File: src/rtl/dram_cycle_ctrl.sv
module dram_cycle_ctrl #(
  parameter int ROW_W       = 11,
  parameter int DATA_W      = 8,
  parameter int MRA         = 3,
  parameter int MCA         = 3,
  parameter int SELF_HOLD   = 16,
  parameter int SELF_PERIOD = 6
) (
  input  logic              clk,
  input  logic              rst_n,
  input  logic              ras_n,
  input  logic              cas_n,
  input  logic              we_n,
  input  logic              oe_n,
  input  logic [ROW_W-1:0]  addr,
  input  logic [DATA_W-1:0] dq_in,
  output logic [DATA_W-1:0] dq_out,
  output logic              dq_oe,
  output logic              cyc_valid,
  output logic [3:0]        cyc_code,
  output logic              refresh_stb,
  output logic [ROW_W-1:0]  refresh_row
);
  localparam int DEPTH = 1 << (MRA + MCA);
  localparam int TMAX  = (SELF_HOLD > SELF_PERIOD) ? SELF_HOLD : SELF_PERIOD;
  localparam int TW    = $clog2(TMAX) + 1;
  localparam logic [TW-1:0] HOLD_LAST = TW'(SELF_HOLD - 1);
  localparam logic [TW-1:0] PER_LAST  = TW'(SELF_PERIOD - 1);

  localparam logic [3:0] C_READ = 4'd1, C_EWR = 4'd2, C_RMW = 4'd3, C_PRD = 4'd4,
                         C_PWR = 4'd5, C_RONLY = 4'd6, C_CBR = 4'd7, C_HID = 4'd8,
                         C_SELF = 4'd9;

  typedef enum logic [1:0] {S_IDLE, S_ROW, S_CBR, S_SELF} st_t;

  st_t               st;
  logic              ras_q, cas_q, we_q, oe_q;
  logic [ROW_W-1:0]  row_reg, rcnt;
  logic [MCA-1:0]    col_reg;
  logic              col_seen, rd_open;
  logic [TW-1:0]     tmr;
  logic [DATA_W-1:0] mem [DEPTH];
  logic [DATA_W-1:0] rd_data;

  logic ras_fall, ras_rise, cas_fall, cas_rise, we_fall;
  logic in_row, acc, rmw, wr_en;
  logic [MRA+MCA-1:0] idx_new, idx_old, wr_idx;

  assign ras_fall = ras_q & ~ras_n;
  assign ras_rise = ~ras_q & ras_n;
  assign cas_fall = cas_q & ~cas_n;
  assign cas_rise = ~cas_q & cas_n;
  assign we_fall  = we_q & ~we_n;

  assign idx_new = {row_reg[MRA-1:0], addr[MCA-1:0]};
  assign idx_old = {row_reg[MRA-1:0], col_reg};
  assign in_row  = (st == S_ROW) && !ras_rise;
  assign acc     = in_row && cas_fall;
  assign rmw     = in_row && !cas_fall && we_fall && !cas_n && rd_open;
  assign wr_en   = (acc && !we_n) || rmw;
  assign wr_idx  = acc ? idx_new : idx_old;

  assign dq_out = rd_data;
  assign dq_oe  = rd_open & ~cas_q & ~oe_q;

  always_ff @(posedge clk) begin
    if (wr_en) mem[wr_idx] <= dq_in;
    if (acc && we_n) rd_data <= mem[idx_new];
  end

  always_ff @(posedge clk or negedge rst_n) begin
    if (!rst_n) begin
      st <= S_IDLE;
      {ras_q, cas_q, we_q, oe_q} <= 4'hF;
      row_reg <= '0;
      rcnt <= '0;
      col_reg <= '0;
      col_seen <= 1'b0;
      rd_open <= 1'b0;
      tmr <= '0;
      cyc_valid <= 1'b0;
      cyc_code <= 4'd0;
      refresh_stb <= 1'b0;
      refresh_row <= '0;
    end else begin
      {ras_q, cas_q, we_q, oe_q} <= {ras_n, cas_n, we_n, oe_n};
      cyc_valid <= 1'b0;
      cyc_code <= 4'd0;
      refresh_stb <= 1'b0;
      if (cas_rise) rd_open <= 1'b0;
      unique case (st)
        S_IDLE: if (ras_fall) begin
          if (!cas_n) begin
            st <= S_CBR;
            tmr <= '0;
            refresh_stb <= 1'b1;
            refresh_row <= rcnt;
            rcnt <= rcnt + 1'b1;
            cyc_valid <= 1'b1;
            cyc_code <= rd_open ? C_HID : C_CBR;
          end else begin
            st <= S_ROW;
            row_reg <= addr;
            col_seen <= 1'b0;
          end
        end
        S_ROW: begin
          if (ras_rise) begin
            st <= S_IDLE;
            if (!col_seen) begin
              cyc_valid <= 1'b1;
              cyc_code <= C_RONLY;
              refresh_stb <= 1'b1;
              refresh_row <= row_reg;
            end
          end else if (cas_fall) begin
            col_seen <= 1'b1;
            col_reg <= addr[MCA-1:0];
            rd_open <= we_n;
            cyc_valid <= 1'b1;
            if (col_seen) cyc_code <= we_n ? C_PRD : C_PWR;
            else          cyc_code <= we_n ? C_READ : C_EWR;
          end else if (rmw) begin
            cyc_valid <= 1'b1;
            cyc_code <= C_RMW;
          end
        end
        S_CBR: begin
          if (ras_rise) st <= S_IDLE;
          else if (tmr == HOLD_LAST) begin
            st <= S_SELF;
            tmr <= '0;
            cyc_valid <= 1'b1;
            cyc_code <= C_SELF;
          end else tmr <= tmr + 1'b1;
        end
        S_SELF: begin
          if (ras_rise) st <= S_IDLE;
          else if (tmr == PER_LAST) begin
            tmr <= '0;
            refresh_stb <= 1'b1;
            refresh_row <= rcnt;
            rcnt <= rcnt + 1'b1;
          end else tmr <= tmr + 1'b1;
        end
        default: st <= S_IDLE;
      endcase
    end
  end
endmodule

File: config.mk
export PLATFORM = sky130hd
export DESIGN_NAME = dram_cycle_ctrl
export DESIGN_NICKNAME = d
export VERILOG_FILES = /design/src/rtl/dram_cycle_ctrl.sv
export SDC_FILE = /design/constraint.sdc
export NUM_CORES = 1
export LEC_CHECK = 0
export BUFFER_PORTS_ARGS = -buffer_cell sky130_fd_sc_hd__buf_2
export CAP_MARGIN = 5
export CELL_PAD_IN_SITES_DETAIL_PLACEMENT = 1
export CELL_PAD_IN_SITES_GLOBAL_PLACEMENT = 2
export CORE_MARGIN = 2
export CORE_UTILIZATION = 53
export DETAILED_ROUTE_END_ITERATION = 8
export GPL_TIMING_DRIVEN = 0
export HOLD_SLACK_MARGIN = 0.05
export PLACE_DENSITY_LB_ADDON = 0.1
export SLEW_MARGIN = 20
export SYNTH_ARGS = -nofsm -noshare
export SYNTH_HDL_FRONTEND = slang
export SYNTH_SLANG_ARGS = --single-unit
File: constraint.sdc
create_clock -name clk -period 5.4 [get_ports clk]
set_clock_uncertainty 0.15 [all_clocks]
set_input_delay 1.35 -clock clk [delete_from_list [all_inputs] [get_ports clk]]
set_output_delay 1.35 -clock clk [all_outputs]
set_load 0.005 [all_outputs]
# Word-level counts from Yosys, hierarchy flattened
# Memory sizes are Yosys's and may differ from the RTL's. A register that Yosys moved wholly into a read port is not among the register bits.
# Index checks and enable logic that the tools add are counted.
# W data, S select, Z words.
[totals] ramBits=512 memories=1 input_bits=25 regBits=55 word_cells=138
[op_classes] n_addsub=2 reduce_logical=26 eq_ne=17 n_bitwise=14 n_mux=63
[memory_table] name="mem" depth=64 width=8 read_ports=1 rd_ports_with_merged_regs=1 write_ports=1 line="42" rtl="logic [DATA_W-1:0] mem [DEPTH];"
[op_table] cell="$mux W11" n=10
[op_table] cell="$pmux W11 S3" n=1
[op_table] cell="$mux W5" n=6
[op_table] cell="$mux W4" n=7
[op_table] cell="$mux W1" n=22
[op_table] cell="$pmux W11 S2" n=1
[op_table] cell="$ne A2 B2 Y1 const B" n=10
[op_table] cell="$pmux W5 S3" n=1
[op_table] cell="$reduce_and A5 Y1" n=3
[op_table] cell="$mux W2" n=7
[op_table] cell="$pmux W4 S3" n=1
[op_table] cell="$add A11 B1 Y11 const B" n=1
[op_table] cell="$mux W3" n=3
[op_table] cell="$reduce_and A3 Y1" n=3
[op_table] cell="$logic_and A1 B1 Y1" n=8
[op_table] cell="$and A1 B1 Y1" n=7
[op_table] cell="$not A1 Y1" n=7
[op_table] cell="$reduce_and A7 Y1" n=1
[op_table] cell="$pmux W1 S3" n=2
[op_table] cell="$pmux W2 S3" n=1
[op_table] cell="$reduce_bool A3 Y1" n=2
[op_table] cell="$add A5 B1 Y5 const B" n=1
[op_table] cell="$eq A5 B3 Y1 const B" n=1
[op_table] cell="$eq A5 B4 Y1 const B" n=1
[op_table] cell="10 further kinds" n=15

# Logic depth before layout (Yosys ltp)
# Gate-level depths: netlist of the first run.
[depth] depth_word=12 ltp_mapped=9

# Worst setup path after synthesis of the first run
# OpenSTA, ideal clock, no wires.
[synth_timing] path_type="input port to flip-flop" startpoint="input addr[0]" endpoint="memory mem[11][0] (enable)" setup_ns=0.370 path_stages=7 t_arrival_ns=2.986 path_buffers=3 required_time_ns=4.880 setup_slack_ns=1.893 path_cell_list="buf_2 -> buf_4 -> buf_2 -> mux2i_1 -> inv_1 -> nand3_1 -> nor2_1"
[synth_via] elab_chain_len=1
[synth_lines] item="start: declaration" line="15" rtl="input logic [ROW_W-1:0] addr,"
[synth_lines] item="$mux W3" line="61" rtl="assign wr_idx = acc ? idx_new : idx_old;"
[synth_lines] item="end: declaration" line="42"
# No other way between the ends.

# Final worst setup path of the first run
[layout_timing] startpoint="input addr[1]" endpoint="memory mem[34][6] (enable)"
# Same word-level chain as after synthesis.

==> impl_metrics.py, run 1 <==
metrics = {
    "outcome": {
        "outcome": "finished clean",
    },
    "synthesis": {
        "async_flop_share_pct": 9.57,
        "synthesis.nets": 1145,
        "synth_cells": 1114,
        "yosysTopAreaCell": "edfxtp_1",
        "yosysTopAreaCellShare_pct": 69.4,
        "ys_seq_elements": 575,
        "yosysMostFrequentCell": "edfxtp_1",
        "synth.yosys.seq_area_share_pct": 75.6,
        "syn_area_um2": 22500,
        "ys.warnings.count": 0,
        "synthTopCellsByCount": "edfxtp_1 (520), mux4_2 (128), nor2_1 (87)",
        "syn_avg_cell_area_um2": 20.2,
        "ys.flop_type": "edfxtp_1",
        "synthDistinctLibCells": 42,
        "synth_edf_count": 520,
        "synthTopCellsByArea": "edfxtp_1 (69%), mux4_2 (13%), dfrtp_1 (5.7%)",
    },
    "die": {
        "coreArea_um2": 41900,
        "initial_core_util_pct": 53.6,
        "die_area_um2": 44100,
        "dieHeight_um": 210,
        "ios": 51,
        "rows": 75,
        "die_width_um": 210,
    },
    "job": {
        "drv_cap": 0,
    },
    "grt": {
        "grt.overflow.total": 0,
        "groute.usage.overall_pct": 27.6,
        "antenna_found_initial": 0,
        "grt_max_degree": 65,
        "grt_pass1_wl_mm": 85.1,
        "first_global_vias": 11931,
    },
    "detailed_routing": {
        "drc": 0,
        "drt-pass1-iter-count": 7,
        "via_per_inst": 6.35,
        "drt_iter0_drc": 1269,
        "num_vias": 11466,
        "ant_nets": 0,
        "wl_per_cell_um": 32.4,
        "routed_wl_mm": 58.6,
    },
    "timing": {
        "post-route-period-util_pct": 84.8,
        "final_max_slew_viol_count": 0,
        "fmax_ghz": 0.218,
        "hold_viol": 0,
        "tns_ns": 0,
        "setup_viol": 0,
        "rsz0062_at_grt": "no",
        "worst_pin_slew_ns": 1.15,
        "relSlewSlack_pct": 23.0,
        "setup_ws_ns": 0.819,
        "layout_min_cycle_time_ns": 4.58,
    },
    "setup_path": {
        "r2r_setup_slack_ns": 1.55,
        "r2r_end": "mem[45][2]",
        "cp_max_fo": 10,
        "timing.rr.start": "cas_q",
        "path_class": "in -> reg",
        "end_kind": "register",
        "crit_arrival_ns": 4.66,
        "cp-startpoint": "addr[1]",
        "worst_setup_path_start_kind": "input pin",
        "reg2reg_depth": 5,
        "crit_path_end": "mem[34][6]",
        "cp.required_ns": 5.48,
    },
    "final_layout": {
        "top_register": "mem",
        "nNetsFinal": 1251,
        "final_area_um2": 25300,
        "largest_register_ffs": 512,
        "multi_input_area_um2": 5180,
        "fillers": 3551,
        "layout-drive-gt1-share_pct": 24.0,
        "diodes": 0,
        "regArea_um2": 17000,
        "syn2layout_area_growth_pct": 12.4,
    },
    "cts": {
        "cts_hold_buffers": 0,
        "cts_setup_buffers": 0,
        "clock_tree.root_cell": "clkbuf_16",
        "cts_made_buffers": 57,
        "cts_tree": "done",
        "clockBufferDepth": 3,
        "numClockSinks": 575,
        "cts.reportedPaths.clkPinSlew_ns": 0.06,
        "clk_latency_ns": 0.62,
        "cts_resized": 0,
        "htreeDepth": 2,
    },
    "pwr": {
        "power_leakage_nw": 8.49,
        "p_per_area_nw_per_um2": 396,
        "finalPower_w": 0.0100,
        "vdd_ir_drop_max_uv": 417,
    },
    "worst_hold_path": {
        "hold_depth": 1,
        "hp-start": "rcnt[10]",
        "min_path_type": "reg -> reg",
    },
    "place": {
        "dp_slack_ns": 0.249,
        "dpl_cell_area_um2": 23400,
        "gp_congestion": 0.815,
        "io_buffer_count": 47,
        "hpwl_mm": 36.2,
    },
}
[layer usage]
layer / share of wire, % / vias to the layer above / routed length [µm] / track usage (%)
li1: - / 4758 / - / -
met1: 42 / 6091 / 24600 / 40.3
met2: 47 / 521 / 27500 / 43.2
met3: 7.7 / 96 / 4490 / 4.77
met4: 3.3 / 0 / 1920 / 9.37
met5: 0 / - / 0 / 0
[logic make-up after synthesis]
group / share of synthesized area (%)
fa+ha+maj: 0.334
simple gates: 3.60
xor+xnor: 0.389
compound gates: 1.81
buf+inv: 1.40
flops: 75.6
mux: 16.9
[final cells by class]
class | count | area share (%)
flip-flops and latches | 575 | 67.2
repair buffers | 47 | 1.02
plain buffers | 57 | 1.08
clock inverters | 34 | 1.35
multi-input cells | 470 | 20.5
clock buffers | 71 | 6.02
inverters | 12 | 0.178
well taps | 539 | 2.67
[worst max-delay path: stages]
cell and delay, ns:
clkbuf_1 0.21, buf_2 0.37, buf_2 0.54, mux2i_1 0.29, inv_1 0.20, nand3_1 0.67
nor2_1 1.00
[power by group]
part | leakage (nW) | internal (W) | switching, W
sequential | 5.36 | 0.00498 | 0.0000719
clock | 0.895 | 0.00232 | 0.00168
combinational | 2.23 | 0.000322 | 0.000647
total | 8.49 | 0.00762 | 0.00240
[how the worst min path moves through the flow]
| stage | endpoint | slack [ns] |
|---|---|---|
| 2_1_floorplan | rcnt[10] | 0.29 |
| 6_report | rcnt[10] | 0.33 |
| 4_1_cts | rcnt[10] | 0.33 |
| 5_1_grt | rcnt[10] | 0.35 |
| 3_3_place_gp | rcnt[10] | 0.33 |
| 3_5_place_dp | rcnt[10] | 0.32 |
[per-stage QoR]
stage	hold WS (ns)	util (%)	std cells
5_1_grt	0.351	60.3	1805
4_1_cts	0.332	60.3	1805
3_5_place_dp	0.321	55.8	1700
2_1_floorplan	0.291	-	1114
3_3_place_gp	0.327	55.8	1700
6_report	0.326	60.3	1805
[cells in the final DEF, fill, tap and decap left out, types with 6 or more instances in the layout]
cell type  instances
nor2b_1            7
nand2_1           14
mux4_2           128
mux2i_1           78
nand4_1            7
nor2_1            87
a21oi_1           17
inv_1             12
buf_1              7
ha_1               6
mux2_2            12
o21ai_0            9
clkinv_2           8
bufinv_16          7
edfxtp_1         520
clkinv_1          12
clkbuf_16         59
buf_4             14
o22ai_1           31
buf_2             57
clkbuf_1          34
nand3_1           14
nand2b_1          11
dfrtp_1           51
or4_1              8
No activity file was read; power rests on OpenSTA's default activity.
==> run 2: changes to the inputs <==
--- a/config.mk
+++ b/config.mk
@@ -10,7 +10,7 @@
 export CELL_PAD_IN_SITES_DETAIL_PLACEMENT = 1
 export CELL_PAD_IN_SITES_GLOBAL_PLACEMENT = 2
 export CORE_MARGIN = 2
-export CORE_UTILIZATION = 53
+export CORE_UTILIZATION = 44
 export DETAILED_ROUTE_END_ITERATION = 8
 export GPL_TIMING_DRIVEN = 0
 export HOLD_SLACK_MARGIN = 0.05
==> constraint.sdc (replaced) <==
create_clock -name clk -period 3.8 [get_ports clk]
set_clock_uncertainty 0.15 [all_clocks]
set_input_delay 0.95 -clock clk [delete_from_list [all_inputs] [get_ports clk]]
set_output_delay 0.95 -clock clk [all_outputs]
set_load 0.005 [all_outputs]
==> run 2 against run 1 <==
The run now ends with negative setup slack left. Total power increased by 42%. Hold slack got worse by 0.083 ns. Via count decreased by 0.14%. Sequential share of layout area decreased by 1.5 points. Combinational power increased by 57%. Final cell count increased by 7.6%. Sequential power increased by 42%. Cell area increased by 2.3%. Die area increased by 20%. Global-route usage decreased by 3.9 points. Wire length increased by 4.4%. Largest cell class unchanged. Largest power group unchanged.
==> impl_metrics.py, run 2 (synthesis gave the netlist of run 1 again) <==
metrics = {
    "setup_path": {
        "r2r_end": "mem[8][4]",
        "reg2reg_depth": 5,
        "timing.rr.start": "cas_q",
        "critPathSlowestCell": "nand3_1",
        "critPathBufInv": 0,
        "path_class": "reg -> reg",
        "cp.required_ns": 3.91,
        "crit_chain": "nor2b_1, nand4_1, mux2i_1, nand3_1, nor2_2",
        "cp_max_fo": 8,
        "path_depth": 5,
        "crit_path_end": "mem[8][4]",
        "r2r_setup_slack_ns": -0.04,
        "worst_setup_path_start_kind": "register",
        "critical-path-top-delay-family": "simple AND/OR/NAND/NOR gates",
        "slowest_delay_ns": 0.82,
        "crit_arrival_ns": 3.95,
        "end_kind": "register",
        "cp-startpoint": "cas_q",
    },
    "timing": {
        "setup_ws_ns": -0.0415,
        "hold_viol": 0,
        "worst_hold_slack_ns": 0.242,
        "fmax_ghz": 0.260,
        "relSlewSlack_pct": 31.2,
        "rsz0062_at_grt": "yes",
        "post-route-period-util_pct": 101,
        "layout_min_cycle_time_ns": 3.84,
        "setup_viol": 40,
        "final_max_slew_viol_count": 0,
        "worst_pin_slew_ns": 1.03,
    },
    "cts": {
        "clock_tree.root_cell": "clkbuf_16",
        "numClockSinks": 575,
        "clockBufferDepth": 3,
        "htreeDepth": 2,
        "cts.reportedPaths.clkPinSlew_ns": 0.06,
        "cts_made_buffers": 59,
        "cts_tree": "done",
        "clk_latency_ns": 0.63,
    },
    "final_layout": {
        "largest_register_ffs": 512,
        "mostFrequentLayoutCell": "edfxtp_1",
        "fillers": 4503,
        "syn2layout_area_growth_pct": 15.0,
        "nNetsFinal": 1254,
        "utilization_pct": 51.5,
        "layout-drive-gt1-share_pct": 30.0,
        "top_register": "mem",
        "final_cell_mix": "edfxtp_1 (520), mux4_2 (128), mux2i_1 (78)",
        "diodes": 0,
    },
    "grt": {
        "first_global_vias": 12007,
        "antenna_found_initial": 3,
        "grt.overflow.total": 0,
        "groute.usage.overall_pct": 23.8,
        "grt_max_degree": 65,
        "grt_pass1_wl_mm": 88.4,
    },
    "place": {
        "hpwl_mm": 37.9,
        "io_buffer_count": 47,
        "gp_congestion": 0.805,
        "dp_slack_ns": -1.01,
    },
    "detailed_routing": {
        "drt_iter0_drc": 1090,
        "wl_per_cell_um": 31.5,
        "routed_wl_mm": 61.2,
        "num_vias": 11450,
        "drt-pass1-iter-count": 5,
        "via_per_inst": 5.90,
        "drc": 0,
        "ant_nets": 0,
    },
    "die": {
        "ios": 51,
        "dieHeight_um": 230,
        "coreArea_um2": 50300,
        "rows": 82,
        "die_area_um2": 52900,
        "die_width_um": 230,
        "initial_core_util_pct": 44.7,
    },
    "pwr": {
        "power_frac_clock_pct": 38.9,
        "p_per_area_nw_per_um2": 551,
        "power_leakage_nw": 8.52,
        "comb_power_share_pct": 10.7,
        "seqPwrFrac_pct": 50.4,
        "vdd_ir_drop_max_uv": 308,
        "finalPower_w": 0.0143,
        "p_switching_w": 0.00355,
        "switching_share_pct": 24.9,
        "internal_power_w": 0.0107,
    },
    "outcome": {
        "violations": "negative setup slack",
        "outcome": "finished, violations left",
    },
    "job": {
        "drv_cap": 0,
    },
    "worst_hold_path": {
        "min_path_type": "in -> async",
    },
}
[run 2: what timing repair did]
action | in CTS | in global routing
setup buffers | 0 | 0
hold buffers | 0 | 0
gates resized for setup | 45 | 74
endpoints found under the setup margin | 401 | 504
[run 2: power by group through the flow]
stage | clock network [W] | registers, W | logic, W
after floorplan | 0 | 0.00729 | 0.000721
after global placement | 0 | 0.00731 | 0.00140
after detailed placement | 0 | 0.00732 | 0.00142
after CTS | 0.00566 | 0.00719 | 0.00145
after global routing | 0.00590 | 0.00720 | 0.00162
final | 0.00555 | 0.00718 | 0.00152
[run 2: worst min path at each step]
stage	end	slack, ns	depth (start not counted)
CTS	rd_open	0.25	1
global placement	rcnt[10]	0.33	1
detailed placement	rcnt[10]	0.34	1
finish	row_reg[0]	0.24	1
floorplan	rcnt[10]	0.29	1
global route	oe_q	0.27	1
[run 2: stage by stage]
| step | setup TNS [ns] | std cells | area [µm²] |
|---|---|---|---|
| 6_report | -0.807 | 1942 | 25900 |
| 5_1_grt | -36.85 | 1942 | 25900 |
| 4_1_cts | -62.77 | 1942 | 25600 |
| 3_5_place_dp | -398.28 | 1834 | 23600 |
| 3_3_place_gp | -380.61 | 1833 | 23600 |
| 2_1_floorplan | 0 | 1114 | 22500 |
[run 2: routing by layer]
layer	share of wire (%)	track usage (%)
met3	7.7	6.06
met4	3.0	7.22
met1	43	33.6
met5	0.016	0
met2	47	36.6
[run 2: area by class of cell]
| type | count | area, µm² | area share (%) |
|---|---|---|---|
| clock inverter | 31 | 244 | 0.943 |
| tap | 672 | 841 | 3.25 |
| multi-input combinational | 470 | 5620 | 21.7 |
| sequential | 575 | 17000 | 65.7 |
| clock buffer | 77 | 1570 | 6.08 |
| timing repair buffer | 48 | 275 | 1.06 |
| buffer | 57 | 282 | 1.09 |
| inverter | 12 | 45.0 | 0.174 |
==> run 3: changes to the inputs <==
==> constraint.sdc (replaced) <==
create_clock -name clk -period 3.8 [get_ports clk]
set_clock_uncertainty 0.15 [all_clocks]
set_input_delay 0.19 -clock clk [delete_from_list [all_inputs] [get_ports clk]]
set_output_delay 0.19 -clock clk [all_outputs]
set_load 0.005 [all_outputs]
==> run 3 against run 2 <==
The flow still finishes with violations (negative setup slack). Core utilization down 0.19 points. Maximum frequency down 0.66%. Clock power about the same. Critical path type unchanged. Highest routed layer unchanged. Combinational power down 3%. Via count up 1.1%. Largest power group unchanged. First-iteration DRC count down 1.3%. Sequential cell count unchanged.
==> impl_metrics.py, run 3 (synthesis gave the netlist of run 1 again) <==
metrics = {
    "outcome": {
        "violations": "negative setup slack",
        "outcome": "finished, violations left",
    },
    "die": {
        "die_area_um2": 52900,
        "die_width_um": 230,
        "initial_core_util_pct": 44.7,
        "ios": 51,
        "rows": 82,
        "dieHeight_um": 230,
        "coreArea_um2": 50300,
    },
    "timing": {
        "rsz0062_at_grt": "yes",
        "worst_pin_slew_ns": 1.07,
        "hold_viol": 0,
        "post-route-period-util_pct": 102,
        "fmax_ghz": 0.259,
        "layout_min_cycle_time_ns": 3.87,
        "relSlewSlack_pct": 28.6,
        "final_max_slew_viol_count": 0,
        "setup_ws_ns": -0.0670,
        "worst_hold_slack_ns": 0.0536,
        "setup_viol": 87,
        "tns_ns": -2.37,
    },
    "setup_path": {
        "cp_max_fo": 8,
        "worst_setup_path_start_kind": "register",
        "crit_arrival_ns": 3.97,
        "cp.required_ns": 3.90,
        "end_kind": "register",
        "path_class": "reg -> reg",
        "timing.rr.start": "cas_q",
        "cp-startpoint": "cas_q",
        "r2r_setup_slack_ns": -0.07,
    },
    "pwr": {
        "power_leakage_nw": 8.60,
        "internal_power_w": 0.0107,
        "power_frac_clock_pct": 39.1,
        "vdd_ir_drop_max_uv": 303,
        "finalPower_w": 0.0142,
        "comb_power_share_pct": 10.4,
        "p_switching_w": 0.00350,
        "switching_share_pct": 24.6,
        "seqPwrFrac_pct": 50.5,
        "p_per_area_nw_per_um2": 552,
    },
    "final_layout": {
        "top_register": "mem",
        "largest_register_ffs": 512,
        "diodes": 0,
        "mostFrequentLayoutCell": "edfxtp_1",
        "utilization_pct": 51.3,
        "final_area_um2": 25800,
        "layout-drive-gt1-share_pct": 27.1,
        "syn2layout_area_growth_pct": 14.6,
        "nNetsFinal": 1276,
        "final_cell_mix": "edfxtp_1 (520), mux4_2 (128), mux2i_1 (78)",
    },
    "cts": {
        "clock_tree.root_cell": "clkbuf_16",
        "htreeDepth": 2,
        "cts_made_buffers": 59,
        "cts.reportedPaths.clkPinSlew_ns": 0.06,
        "clk_latency_ns": 0.62,
        "numClockSinks": 575,
        "clockBufferDepth": 3,
        "cts_setup_buffers": 0,
        "cts_tree": "done",
    },
    "detailed_routing": {
        "ant_nets": 0,
        "drt_iter0_drc": 1076,
        "drt-pass1-iter-count": 5,
        "num_vias": 11572,
        "via_per_inst": 5.89,
        "routed_wl_mm": 61.3,
        "wl_per_cell_um": 31.2,
        "drc": 0,
    },
    "place": {
        "hpwl_mm": 37.9,
        "gp_congestion": 0.805,
        "io_buffer_count": 47,
        "dpl_cell_area_um2": 23600,
    },
    "grt": {
        "antenna_found_initial": 3,
        "grt_max_degree": 65,
        "grt_pass1_wl_mm": 88.4,
        "grt.overflow.total": 0,
        "groute.usage.overall_pct": 23.8,
        "first_global_vias": 12048,
    },
    "job": {
        "drv_cap": 0,
    },
    "worst_hold_path": {
        "min_path_type": "in -> async",
    },
}
## run 3: critical path, cell delays in order, from the launching register on
cell     delay, ns
dfstp_2       0.57
nor2b_1       0.23
nand4_1       0.34
mux2i_1       0.45
nand3_1       0.78
nor2_1        0.97
## run 3: per-layer routing
layer	share of wire [%]	up-vias	global-route usage [%]
li1	-	4807	-
met1	43	6247	33.6
met2	46	419	36.7
met3	7.6	97	6.23
met4	2.7	2	6.90
met5	0.016	-	0
## run 3: final timing paths
check | to | depth (start not counted)
worst max-delay path | mem[9][0] | 5
worst min-delay path | row_reg[0] | 2
worst max register to register | mem[9][0] | 5
worst min register to register | rcnt[10] | 1
max in group asynchronous | tmr[2] | 2
min in group clk | ras_q | 2
## run 3: cell type report
class,instances,area [µm²]
Fill cell,4542,24500
Sequential cell,575,17000
Multi-Input combinational cell,470,5300
Clock buffer,77,1570
Tap cell,672,841
Timing Repair Buffer,70,495
Buffer,57,280
Clock inverter,31,244
Inverter,12,45.0
## run 3: stage by stage
stage / std cells / worst slack, ns
finish: 1964 / -0.0670
global route: 1964 / -0.245
CTS: 1959 / -0.0571
detailed placement: 1834 / -0.246
global placement: 1833 / -0.204
floorplan: 1114 / 1.29
## run 3: power by group through the flow
stage                     Combinational [W]  Clock (W)  Sequential (W)
final                               0.00148    0.00557         0.00718
after global routing                0.00157    0.00589         0.00720
after detailed placement            0.00142          0         0.00732
after global placement              0.00140          0         0.00731
after floorplan                    0.000721          0         0.00729
after CTS                           0.00144    0.00566         0.00719
## run 3: what timing repair did
| action | 4_1_cts | 5_1_grt |
|---|---|---|
| endpoints found under the setup margin | 63 | 486 |
| hold buffers | 17 | 5 |
| gates cloned | 0 | 0 |
| resized for setup | 9 | 35 |
| endpoints found under the hold margin | 223 | 156 |
| pin swaps | 0 | 0 |
